$ cat src/rtl/sia_pkg.sv
package sia_pkg;

  // register selector produced by the address decoder
  typedef enum logic [2:0] {
    SEL_TRIG,
    SEL_SENSE,
    SEL_MASK,
    SEL_PEND,
    SEL_SCR,
    SEL_CTRL,
    SEL_NONE
  } reg_sel_e;

  // one source: does the current sample constitute an event?
  function automatic logic src_hit(input logic edge_md, input logic sense,
                                   input logic cur, input logic prv);
    logic on_now;
    logic on_before;
    on_now    = (cur == sense);
    on_before = (prv == sense);
    return edge_md ? (on_now && !on_before) : on_now;
  endfunction

endpackage

$ cat src/rtl/sia_sync.sv
module sia_sync #(
  parameter int unsigned N = 8,
  parameter logic [N-1:0] IDLE = '1
) (
  input  logic         clk,
  input  logic         rst_n,
  input  logic [N-1:0] raw,
  output logic [N-1:0] cur,
  output logic [N-1:0] prv
);

  logic [N-1:0] stage1;

  always_ff @(posedge clk or negedge rst_n) begin
    if (!rst_n) begin
      stage1 <= IDLE;
      cur    <= IDLE;
      prv    <= IDLE;
    end else begin
      stage1 <= raw;
      cur    <= stage1;
      prv    <= cur;
    end
  end

endmodule

$ cat src/rtl/sia_detect.sv
module sia_detect
  import sia_pkg::*;
#(
  parameter int unsigned N = 8
) (
  input  logic         clk,
  input  logic         rst_n,
  input  logic [N-1:0] trig,
  input  logic [N-1:0] sense,
  input  logic [N-1:0] cur,
  input  logic [N-1:0] prv,
  output logic [N-1:0] hit
);

  for (genvar i = 0; i < N; i++) begin : g_src
    assign hit[i] = src_hit(trig[i], sense[i], cur[i], prv[i]);


    edge_needs_change_chk: assert property (@(posedge clk) disable iff (!rst_n)
      (trig[i] && hit[i]) |-> (cur[i] != prv[i]));
  end

endmodule

$ cat src/rtl/sia_regs.sv
module sia_regs
  import sia_pkg::*;
#(
  parameter int unsigned N        = 8,
  parameter int unsigned ADDR_W   = 8,
  parameter logic [ADDR_W-1:0] OFF_TRIG  = 8'hA0,
  parameter logic [ADDR_W-1:0] OFF_SENSE = 8'hA1,
  parameter logic [ADDR_W-1:0] OFF_MASK  = 8'hA2,
  parameter logic [ADDR_W-1:0] OFF_PEND  = 8'hA3,
  parameter logic [ADDR_W-1:0] OFF_SCR   = 8'hA6,
  parameter logic [ADDR_W-1:0] OFF_CTRL  = 8'hA7,
  parameter logic [N-1:0] TRIG_RST  = '0,
  parameter logic [N-1:0] SENSE_RST = '0,
  parameter logic [N-1:0] MASK_RST  = 8'hFC
) (
  input  logic              clk,
  input  logic              rst_n,
  input  logic              wr_en,
  input  logic [ADDR_W-1:0] addr,
  input  logic [N-1:0]      wdata,
  input  logic [N-1:0]      hit,
  output logic [N-1:0]      rdata,
  output logic [N-1:0]      trig,
  output logic [N-1:0]      sense,
  output logic [N-1:0]      mask,
  output logic [N-1:0]      pend,
  output logic              ctrl_en
);

  reg_sel_e     sel;
  logic [N-1:0] scratch;
  logic [N-1:0] clr_v;

  always_comb begin
    if      (addr == OFF_TRIG)  sel = SEL_TRIG;
    else if (addr == OFF_SENSE) sel = SEL_SENSE;
    else if (addr == OFF_MASK)  sel = SEL_MASK;
    else if (addr == OFF_PEND)  sel = SEL_PEND;
    else if (addr == OFF_SCR)   sel = SEL_SCR;
    else if (addr == OFF_CTRL)  sel = SEL_CTRL;
    else                        sel = SEL_NONE;
  end

  assign clr_v = (wr_en && sel == SEL_PEND) ? wdata : '0;

  always_ff @(posedge clk or negedge rst_n) begin
    if (!rst_n) begin
      trig    <= TRIG_RST;
      sense   <= SENSE_RST;
      mask    <= MASK_RST;
      pend    <= '0;
      scratch <= '0;
      ctrl_en <= 1'b0;
    end else begin
      pend <= (pend & ~clr_v) | hit;
      if (wr_en) begin
        case (sel)
          SEL_TRIG:  trig    <= wdata;
          SEL_SENSE: sense   <= wdata;
          SEL_MASK:  mask    <= wdata;
          SEL_SCR:   scratch <= wdata;
          SEL_CTRL:  ctrl_en <= wdata[0];
          default:   ;
        endcase
      end
    end
  end

  always_comb begin
    case (sel)
      SEL_TRIG:  rdata = trig;
      SEL_SENSE: rdata = sense;
      SEL_MASK:  rdata = mask;
      SEL_PEND:  rdata = pend;
      SEL_SCR:   rdata = scratch;
      SEL_CTRL:  rdata = {{(N-1){1'b0}}, ctrl_en};
      default:   rdata = '0;
    endcase
  end


  sticky_hold_chk: assert property (@(posedge clk) disable iff (!rst_n)
    1'b1 |=> ((($past(pend) & ~$past(clr_v)) & ~pend) == '0));


  set_cause_chk: assert property (@(posedge clk) disable iff (!rst_n)
    1'b1 |=> (((pend & ~$past(pend)) & ~$past(hit)) == '0));


  w1c_clear_chk: assert property (@(posedge clk) disable iff (!rst_n)
    (|clr_v) |=> ((pend & $past(clr_v) & ~$past(hit)) == '0));

endmodule

$ cat src/rtl/sticky_irq_agg.sv
module sticky_irq_agg #(
  parameter int unsigned N      = 8,
  parameter int unsigned ADDR_W = 8,
  parameter logic [N-1:0] MASK_RST  = 8'hFC,
  parameter logic [N-1:0] SENSE_RST = 8'h00
) (
  input  logic              clk,
  input  logic              rst_n,
  input  logic [N-1:0]      src_i,
  input  logic [ADDR_W-1:0] reg_addr,
  input  logic [N-1:0]      reg_wdata,
  input  logic              reg_we,
  output logic [N-1:0]      reg_rdata,
  output logic              irq_n
);

  logic [N-1:0] cur, prv, hit;
  logic [N-1:0] trig, sense, mask, pend;
  logic         ctrl_en;
  logic         any_req;

  sia_sync #(.N(N), .IDLE(~SENSE_RST)) u_sync (
    .clk(clk), .rst_n(rst_n), .raw(src_i), .cur(cur), .prv(prv)
  );

  sia_detect #(.N(N)) u_det (
    .clk(clk), .rst_n(rst_n), .trig(trig), .sense(sense),
    .cur(cur), .prv(prv), .hit(hit)
  );

  sia_regs #(.N(N), .ADDR_W(ADDR_W), .SENSE_RST(SENSE_RST), .MASK_RST(MASK_RST)) u_regs (
    .clk(clk), .rst_n(rst_n), .wr_en(reg_we), .addr(reg_addr), .wdata(reg_wdata),
    .hit(hit), .rdata(reg_rdata), .trig(trig), .sense(sense), .mask(mask),
    .pend(pend), .ctrl_en(ctrl_en)
  );

  assign any_req = |(pend & ~mask);
  assign irq_n   = ~(ctrl_en & any_req);


  quiet_when_none_chk: assert property (@(posedge clk) disable iff (!rst_n)
    ((pend & ~mask) == '0) |-> irq_n);


  quiet_when_off_chk: assert property (@(posedge clk) disable iff (!rst_n)
    !ctrl_en |-> irq_n);


  level_sets_chk: assert property (@(posedge clk) disable iff (!rst_n)
    1'b1 |=> (($past(~trig & ~(cur ^ sense)) & ~pend) == '0));

endmodule

$ cat config.mk
export PLATFORM = sky130hd
export DESIGN_NAME = sticky_irq_agg
export DESIGN_NICKNAME = d
export VERILOG_FILES = /design/src/rtl/sia_pkg.sv /design/src/rtl/sia_sync.sv /design/src/rtl/sia_detect.sv /design/src/rtl/sia_regs.sv /design/src/rtl/sticky_irq_agg.sv
export SDC_FILE = /design/constraint.sdc
export NUM_CORES = 1
export LEC_CHECK = 0
export BUFFER_PORTS_ARGS = -buffer_cell sky130_fd_sc_hd__buf_4
export CAP_MARGIN = 20
export CORE_MARGIN = 3
export CORE_UTILIZATION = 57
export DETAILED_ROUTE_END_ITERATION = 10
export PLACE_DENSITY = 0.79
export SETUP_SLACK_MARGIN = 0.05
export SLEW_MARGIN = 20
export SYNTH_ARGS = -nofsm -noshare
export SYNTH_HDL_FRONTEND = slang
export SYNTH_SLANG_ARGS = --single-unit
$ cat constraint.sdc
create_clock -name clk -period 2.9 [get_ports clk]
set_input_delay 0.725 -clock clk [delete_from_list [all_inputs] [get_ports clk]]
set_output_delay 0.725 -clock clk [all_outputs]
set_load 0.05 [all_outputs]
; Yosys cells after proc, flatten, opt, wreduce, memory -nomap -nowiden
; Index checks and enable logic that the tools add are counted.
[totals]
inputBits = 27
elab_cells = 83
ff_bits = 65
output_inout_bits = 9
[classes]
n_reduce_logical = 24
bitwise = 7
eq_ne = 27
muxes = 16
[ops]
columns = cell, n
row1 = $eq A8 B8 Y1 const B, 6
row2 = $pmux W8 S6, 1
row3 = $and A8 B8 Y8, 2
row4 = $eq A1 B1 Y1, 16
row5 = $not A8 Y8, 2
row6 = $mux W3, 5
row7 = $reduce_and A2 Y1, 5
row8 = $logic_and A1 B1 Y1, 9
row9 = $logic_not A1 Y1, 8
row10 = $mux W1, 8
row11 = $mux W8, 1
row12 = $or A8 B8 Y8, 1
row13 = $reduce_or A8 Y1, 1
row14 = $eq A3 B2 Y1 const B, 2
row15 = $eq A3 B3 Y1 const B, 2
row16 = $eq A3 B1 Y1 const B, 1
row17 = $logic_not A3 Y1, 1
row18 = $mux W2, 1
row19 = $and A1 B1 Y1, 1
row20 = $not A1 Y1, 1

; Depth between registers and ports, before layout
; Gate-level depths: netlist of run 1.
[depth]
ltp_word = 13
mapped_depth = 6

; Modules after synthesis
; Synthesis of run 1 repeated with hierarchy kept, for this count alone.
[unflattened]
hier_cells = 245
hier_area_um2 = 3088.0
[by_module_without_submodules]
columns = mod, seq_area_each_um2, instances, area_each_um2, cells_per_inst
row1 = sia_regs, 1033.5, 1, 2169.6, 176
row2 = sia_sync, 630.6, 1, 630.6, 24
row3 = sia_detect, 0.0, 1, 210.2, 32
row4 = sticky_irq_agg, 0.0, 1, 77.6, 13

; Worst setup path after synthesis of run 1
; OpenSTA, ideal clock, no wires.
[synth_timing]
path_kind = input-to-output
start = input reg_addr[4]
end = output reg_rdata[1]
arrival_time_ns = 2.287
path_slack_ns = -0.112
path_stages = 4
path_buffers = 1
cell_sequence = and4bb_2 > clkbuf_1 > nand2_1 > o211ai_1
[synth_between]
elab_chain_cells = 9
elab_cells_between_ends = 19
[synth_lines]
columns = element, line_no
row1 = from (decl), sticky_irq_agg.sv:10  ; input logic [ADDR_W-1:0] reg_addr,
row2 = $eq A8 B8 Y1, sia_regs.sv:40  ; else if (addr == OFF_CTRL) sel = SEL_CTRL;
row3 = $mux W2, sia_regs.sv:40
row4 = $mux W3, sia_regs.sv:39  ; else if (addr == OFF_SCR) sel = SEL_SCR;
row5 = $mux W3, sia_regs.sv:38  ; else if (addr == OFF_PEND) sel = SEL_PEND;
row6 = $mux W3, sia_regs.sv:37  ; else if (addr == OFF_MASK) sel = SEL_MASK;
row7 = $mux W3, sia_regs.sv:36  ; else if (addr == OFF_SENSE) sel = SEL_SENSE;
row8 = $mux W3 *, sia_regs.sv:35  ; if (addr == OFF_TRIG) sel = SEL_TRIG;
row9 = $eq A3 B3 Y1 (tied with other cells), sia_regs.sv:70  ; case (sel)
row10 = $pmux W8 S6 *, sia_regs.sv:70
row11 = to (decl), sticky_irq_agg.sv:13  ; output logic [N-1:0] reg_rdata,
; Every way passes the cells marked *; elsewhere a longest branch is shown, timed or not.

; Worst setup path in the final report of run 1
[layout_timing]
start = input reg_addr[4]
end = output reg_rdata[0]
; The elaborated chain is that of the path after synthesis.

==> impl_metrics.py, run 1 <==
metrics = {
    "clock_tree": {
        "cts_inserted_buffers": 9,
        "clock-sinks": 65,
        "ctsLongestPathBuffers": 2,
        "cts_tree": "done",
        "clk_latency_ns": 0.34,
        "post_cts_resized": 0,
        "postCtsSetupRepairBufs": 0,
        "htree_levels": 3,
        "postCtsHoldBufs": 0,
        "root_buffer": "clkbuf_8",
        "path_clk_slew_ns": 0.07,
    },
    "logic_synthesis": {
        "yosysSeqAreaShare": 0.5738,
        "synthDistinctLibCells": 34,
        "synth.avg_cell_area_um2": 13.06,
        "synthTopCellsByArea": "dfrtp_1 (30%), dfstp_2 (27%), mux2_2 (16%)",
        "yosysMostFrequentCell": "mux2_2",
        "syn_inst": 222,
        "synth_edf_count": 0,
        "synth_seq_cells": 65,
        "synth_ff_type": "dfrtp_1",
        "synth_warnings": 0,
        "yosys.area.top_type": "dfrtp_1",
        "synth_nets": 249,
        "netlist.area_leader.share": 0.3020,
        "synthArstFlopShare": 1.000,
        "synth_common_cells": "mux2_2 (40), dfrtp_1 (35), dfstp_2 (30)",
        "netlist_area_um2": 2900,
    },
    "status": {
        "status": "complete, no violations",
    },
    "power_and_ir_drop": {
        "ir_drop_mv": 0.3641,
        "p_int_uw": 1561,
        "switchingPower_uw": 444.5,
        "p_clk_frac": 0.432,
        "switching_share": 0.2217,
        "p_per_area_nw_per_um2": 569.9,
        "pwr-share-seq": 0.495,
        "pwr-share-comb": 0.073,
        "power.leakage_uw": 0.001554,
    },
    "die": {
        "fp.dieW_um": 77.33,
        "die_h_um": 77.33,
        "io_pins": 36,
        "row_count": 25,
        "core-area_um2": 4817,
        "die-area_um2": 5980,
        "start_util": 0.6021,
    },
    "global_routing": {
        "gr-total-overflow": 0,
        "antenna_found_initial": 0,
        "grt_pass1_vias": 2173,
        "grtUsageTotal": 0.2405,
        "grt_pass1_wl_mm": 10.91,
        "grt_max_degree": 66,
    },
    "critical_path": {
        "worstPathRequired_ns": 2.17,
        "worstSetupEndpointType": "output port",
        "cp-start-kind": "primary input",
        "crit_type": "in2out",
        "worstPathMaxFanout": 14,
        "r2r_setup_slack_ns": 1.83,
        "cp.arrival_ns": 2.04,
    },
    "sta": {
        "finalWorstPathRequiredPeriod_ns": 2.764,
        "report.final.hold_viol_count": 0,
        "slew-limit-headroom": 0.4779,
        "period_share": 0.9532,
        "setup_tns_ns": 0,
        "rsz0062_at_grt": "no",
        "worst_slew_pin_slew_ns": 0.7832,
        "fin_skew_ns": 0.009493,
        "finalWorstSetupSlack_ns": 0.1358,
        "fmax_ghz": 0.3618,
        "setup_viol": 0,
        "slew_viol_final": 0,
    },
    "detailed_routing": {
        "totalWireLength_mm": 6.440,
        "firstDrtPassIters": 4,
        "drt_iter0_markers": 237,
        "avgViaCountPerCell": 6.132,
        "drc": 0,
        "drtAntennaViolNets": 0,
        "wl_per_cell_um": 18.94,
        "vias": 2085,
    },
    "flow_run": {
        "drv_cap": 0,
    },
    "final_layout": {
        "fill_cells": 354,
        "drive_gt1_frac": 0.5165,
        "multi_input_area_um2": 1166,
        "layout.nets": 295,
        "num_antenna_cells": 0,
        "area_delta_synth_final_pct": 21.31,
        "regArea_um2": 1664,
    },
    "place": {
        "dp_hpwl_mm": 4.344,
        "gp_congestion": 0.8488,
        "port-buffer-count": 35,
        "dp_slack_ns": 0.1664,
    },
    "min_path": {
        "hold_path_class": "reg2reg",
    },
}
[worst paths after layout]
kind	start	to	depth (start not counted)
max in group asynchronous	rst_n	u_regs.trig[5]	1
hold / removal	u_sync.stage1[7]	u_sync.cur[7]	0
setup reg to reg	u_sync.prv[1]	u_regs.pend[1]	2
setup / recovery	reg_addr[4]	reg_rdata[0]	6
min in group asynchronous	rst_n	u_regs.scratch[7]	1
hold reg to reg	u_sync.stage1[7]	u_sync.cur[7]	0
[power groups by stage]
stage	clock (µW)	sequential (µW)	combinational (µW)
2_1_floorplan	0	997	77.5
3_3_place_gp	0	1000	142
3_5_place_dp	0	1010	146
4_1_cts	880	992	147
5_1_grt	928	998	160
6_report	866	993	146
[placed cells by master, fill, tap and decap left out, types with 10 or more instances in the layout]
cell       n
buf_4     46
mux2_2    40
dfrtp_1   35
dfstp_2   30
nand3_1   16
nor2b_1   11
clkbuf_8  11
nand2_1   10
[through the flow]
step           total power (µW)  area (µm²)  hold WS [ns]    util  instances
3_3_place_gp               1147        3289        0.3457  0.6829        324
5_1_grt                    2086        3518        0.3559  0.7304        340
4_1_cts                    2019        3518        0.3563  0.7304        340
2_1_floorplan              1074        2919        0.3452       -        222
3_5_place_dp               1153        3289        0.3472  0.6829        324
6_report                   2005        3518        0.3561  0.7304        340
[worst max-delay path: stages]
cell and delay (ns):
buf_4 0.11, and4bb_2 0.42, buf_4 0.24, nand2_1 0.08
o211ai_1 0.22, buf_4 0.24
[cell families after synthesis]
family / count (synthesis) / synth area share
simple gates: 59 / 0.1290
mux: 42 / 0.1626
compound gates: 37 / 0.1048
buf+inv: 19 / 0.02977
flops: 65 / 0.5738
[cell type report]
class                           count  share of cell area
Tap cell                           67             0.02383
Timing Repair Buffer               46             0.09815
Clock buffer                       11             0.04303
Sequential cell                    65              0.4730
Clock inverter                      5             0.02205
Multi-Input combinational cell    138              0.3314
Inverter                            8            0.008535
[registers in the layout (all words and copies together), names as in the netlist, 8 cells and up]
name            count
u_regs.mask         8
u_regs.trig         8
u_sync.cur          8
u_sync.stage1       8
u_regs.pend         8
u_sync.prv          8
u_regs.sense        8
u_regs.scratch      8
[routing by layer]
metal	vias up	global-route usage	routed length [µm]
met4	0	0.1210	139
met1	1059	0.3167	2861
met2	84	0.3610	3057
met3	14	0.07425	382
li1	928	-	-
met5	-	0	0
(Power assumes the default switching activity.)
==> run 2: changes to the inputs <==
--- a/config.mk
+++ b/config.mk
@@ -8,11 +8,12 @@
 export BUFFER_PORTS_ARGS = -buffer_cell sky130_fd_sc_hd__buf_4
 export CAP_MARGIN = 20
 export CORE_MARGIN = 3
-export CORE_UTILIZATION = 57
+export CORE_UTILIZATION = 52
 export DETAILED_ROUTE_END_ITERATION = 10
-export PLACE_DENSITY = 0.79
+export PLACE_DENSITY = 0.75
 export SETUP_SLACK_MARGIN = 0.05
 export SLEW_MARGIN = 20
 export SYNTH_ARGS = -nofsm -noshare
 export SYNTH_HDL_FRONTEND = slang
+export SYNTH_HIERARCHICAL = 1
 export SYNTH_SLANG_ARGS = --single-unit
==> constraint.sdc (replaced) <==
create_clock -name clk -period 2.4 [get_ports clk]
set_input_delay 0.6 -clock clk [delete_from_list [all_inputs] [get_ports clk]]
set_output_delay 0.6 -clock clk [all_outputs]
set_load 0.05 [all_outputs]
==> impl_metrics.py, run 2 <==
metrics = {
    "detailed_routing": {
        "drtAntennaViolNets": 0,
        "firstDrtPassIters": 4,
        "totalWireLength_mm": 7.147,
        "wl_per_cell_um": 18.76,
        "drt_iter0_markers": 105,
        "avgViaCountPerCell": 5.929,
        "drc": 0,
        "vias": 2259,
    },
    "power_and_ir_drop": {
        "p_total_uw": 2492,
        "ir_drop_mv": 0.4865,
        "power.leakage_uw": 0.001826,
        "p_per_area_nw_per_um2": 600.1,
    },
    "sta": {
        "rsz0062_at_grt": "yes",
        "finalWorstSetupSlack_ns": -0.08104,
        "period_share": 1.034,
        "worst_slew_pin_slew_ns": 0.7979,
        "finalWorstPathRequiredPeriod_ns": 2.481,
        "slew_viol_final": 0,
        "slew-limit-headroom": 0.4681,
        "report.final.hold_viol_count": 0,
        "setup_viol": 7,
        "fmax_ghz": 0.4031,
        "fin_skew_ns": 0.007486,
        "hold_slack_ns": 0.3303,
    },
    "final_layout": {
        "fill_cells": 368,
        "area_delta_synth_final_pct": 34.48,
        "layout.nets": 331,
        "final_cell_mix": "buf_4 (45), mux2_2 (35), dfrtp_1 (35), dfstp_2 (30), nand2b_1 (17)",
        "drive_gt1_frac": 0.5793,
        "layout.cells.most_common": "buf_4",
        "num_antenna_cells": 0,
    },
    "global_routing": {
        "met1_usage": 0.2964,
        "grt_most_used_layer": "met2",
        "grt_pass1_wl_mm": 11.81,
        "grt_util_met2": 0.3302,
        "grtUsageTotal": 0.2169,
        "grt_max_degree": 66,
        "gr-total-overflow": 0,
        "use_met3": 0.05655,
        "antenna_found_initial": 0,
        "grt_pass1_vias": 2379,
    },
    "clock_tree": {
        "postCtsHoldBufs": 0,
        "clk_latency_ns": 0.34,
        "path_clk_slew_ns": 0.07,
        "postCtsSetupRepairBufs": 0,
        "cts_inserted_buffers": 9,
        "htree_levels": 3,
        "root_buffer": "clkbuf_8",
        "cts_tree": "done",
        "clock-sinks": 65,
        "ctsLongestPathBuffers": 2,
    },
    "critical_path": {
        "worstSetupEndpointType": "output port",
        "crit-reg2reg-launch": "u_sync/prv[2]",
        "cp.arrival_ns": 1.88,
        "worstPathMaxFanout": 5,
        "crit_path_start": "reg_addr[4]",
        "cp-start-kind": "primary input",
        "crit_type": "in2out",
        "worstPathRequired_ns": 1.80,
    },
    "die": {
        "core-area_um2": 5642,
        "die_h_um": 83.06,
        "die-area_um2": 6899,
        "fp.dieW_um": 83.06,
        "io_pins": 36,
        "row_count": 27,
        "start_util": 0.5473,
    },
    "status": {
        "violations": "negative setup slack",
        "status": "finished with violations",
    },
    "logic_synthesis": {
        "yosysSeqAreaShare": 0.5389,
        "synth_common_cells": "dfrtp_1 (35), mux2_2 (35), dfstp_2 (30)",
        "synth_warnings": 6,
        "synth.avg_cell_area_um2": 12.60,
        "syn_inst": 245,
        "synthArstFlopShare": 1.000,
        "synthDistinctLibCells": 39,
        "synth_nets": 272,
        "synthTopCellsByArea": "dfrtp_1 (28%), dfstp_2 (26%), mux2_2 (13%)",
        "netlist_area_um2": 3088,
        "yosys.area.top_type": "dfrtp_1",
        "synth_edf_count": 0,
        "synth_seq_cells": 65,
        "netlist.area_leader.share": 0.2836,
        "synth_ff_type": "dfrtp_1",
    },
    "min_path": {
        "hold_path_class": "in2async",
    },
    "place": {
        "port-buffer-count": 35,
        "dp_hpwl_mm": 4.791,
        "gp_congestion": 0.7819,
    },
    "flow_run": {
        "drv_cap": 0,
    },
}
-- run 2: cell types whose count changed in the layout (fill, tap and decap cells not counted), sizes merged, moves of 8 or more --
cell and change:
nand2b +17, buf +15, nand2 -10, nor2b -10, nand3 -9, a21boi +8
a22o +8, a311o -8, a41oi -8, nand3b +8, nor2 +8, o31ai +8
or3b +8
-- run 2: cell families (layout without fill, tap and decap cells) --
kind of cell	Yosys count	after routing	synth area share
and+or+nand+nor	69	69	0.1523
DFF	65	65	0.5389
AOI/OAI and AO/OA	47	47	0.1276
muxes	42	42	0.1503
buffers and inverters	22	86	0.03079
-- run 2: cell type report --
class	count	area [µm²]	area share
Inverter	9	33.78	0.008135
Multi-Input combinational cell	158	1565	0.3769
Clock inverter	5	77.57	0.01868
Tap cell	72	90.09	0.02169
Clock buffer	11	151.4	0.03646
Timing Repair Buffer	61	570.5	0.1374
Sequential cell	65	1664	0.4007
-- run 2: through the flow --
stage | util | instance area (µm²) | cells | setup slack [ns] | setup TNS, ns
6_report | 0.7361 | 4153 | 381 | -0.08104 | -0.4535
3_3_place_gp | 0.6534 | 3686 | 365 | -0.1577 | -1.170
4_1_cts | 0.7323 | 4131 | 381 | -0.07750 | -0.4601
2_1_floorplan | - | 3198 | 245 | 0.007263 | 0
3_5_place_dp | 0.6534 | 3686 | 365 | -0.1936 | -1.367
5_1_grt | 0.7361 | 4153 | 381 | -0.1169 | -0.7369
-- run 2: repair_timing --
item	in CTS	in global routing
gates cloned	0	0
setup endpoints to repair	8	8
resized for setup	40	4
pin swaps	6	3
-- run 2: metal layers --
metal	vias up	routed length, µm	share of wire
li1	1029	-	-
met1	1159	3352	0.47
met2	57	3311	0.46
met3	14	332	0.046
met4	0	151	0.021
met5	-	0	0
-- run 2: critical path, cell delays in order --
cell,delay [ns]
buf_6,0.09
or3b_4,0.42
nor4b_4,0.28
buf_6,0.19
a211o_2,0.16
buf_8,0.14
-- run 2: path summary, 6_finish.rpt --
kind                            depth (start not counted)  slack (ns)        endpoint
worst max-delay path                                    6       -0.08    reg_rdata[1]
worst min-delay path                                    1        0.33  u_regs/trig[0]
worst max register to register                          3        1.32  u_regs/pend[2]
worst min register to register                          0        0.35   u_sync/cur[6]
max in group asynchronous                               1        1.53  u_regs/trig[3]
min in group clk                                        0        0.35   u_sync/cur[6]
-- run 2: power by group --
part	switching [µW]	total, µW	leakage [µW]	internal [µW]
Combinational	125	244	0.000954	119
Clock	414	1050	0.000115	638
Sequential	33.1	1200	0.000757	1160
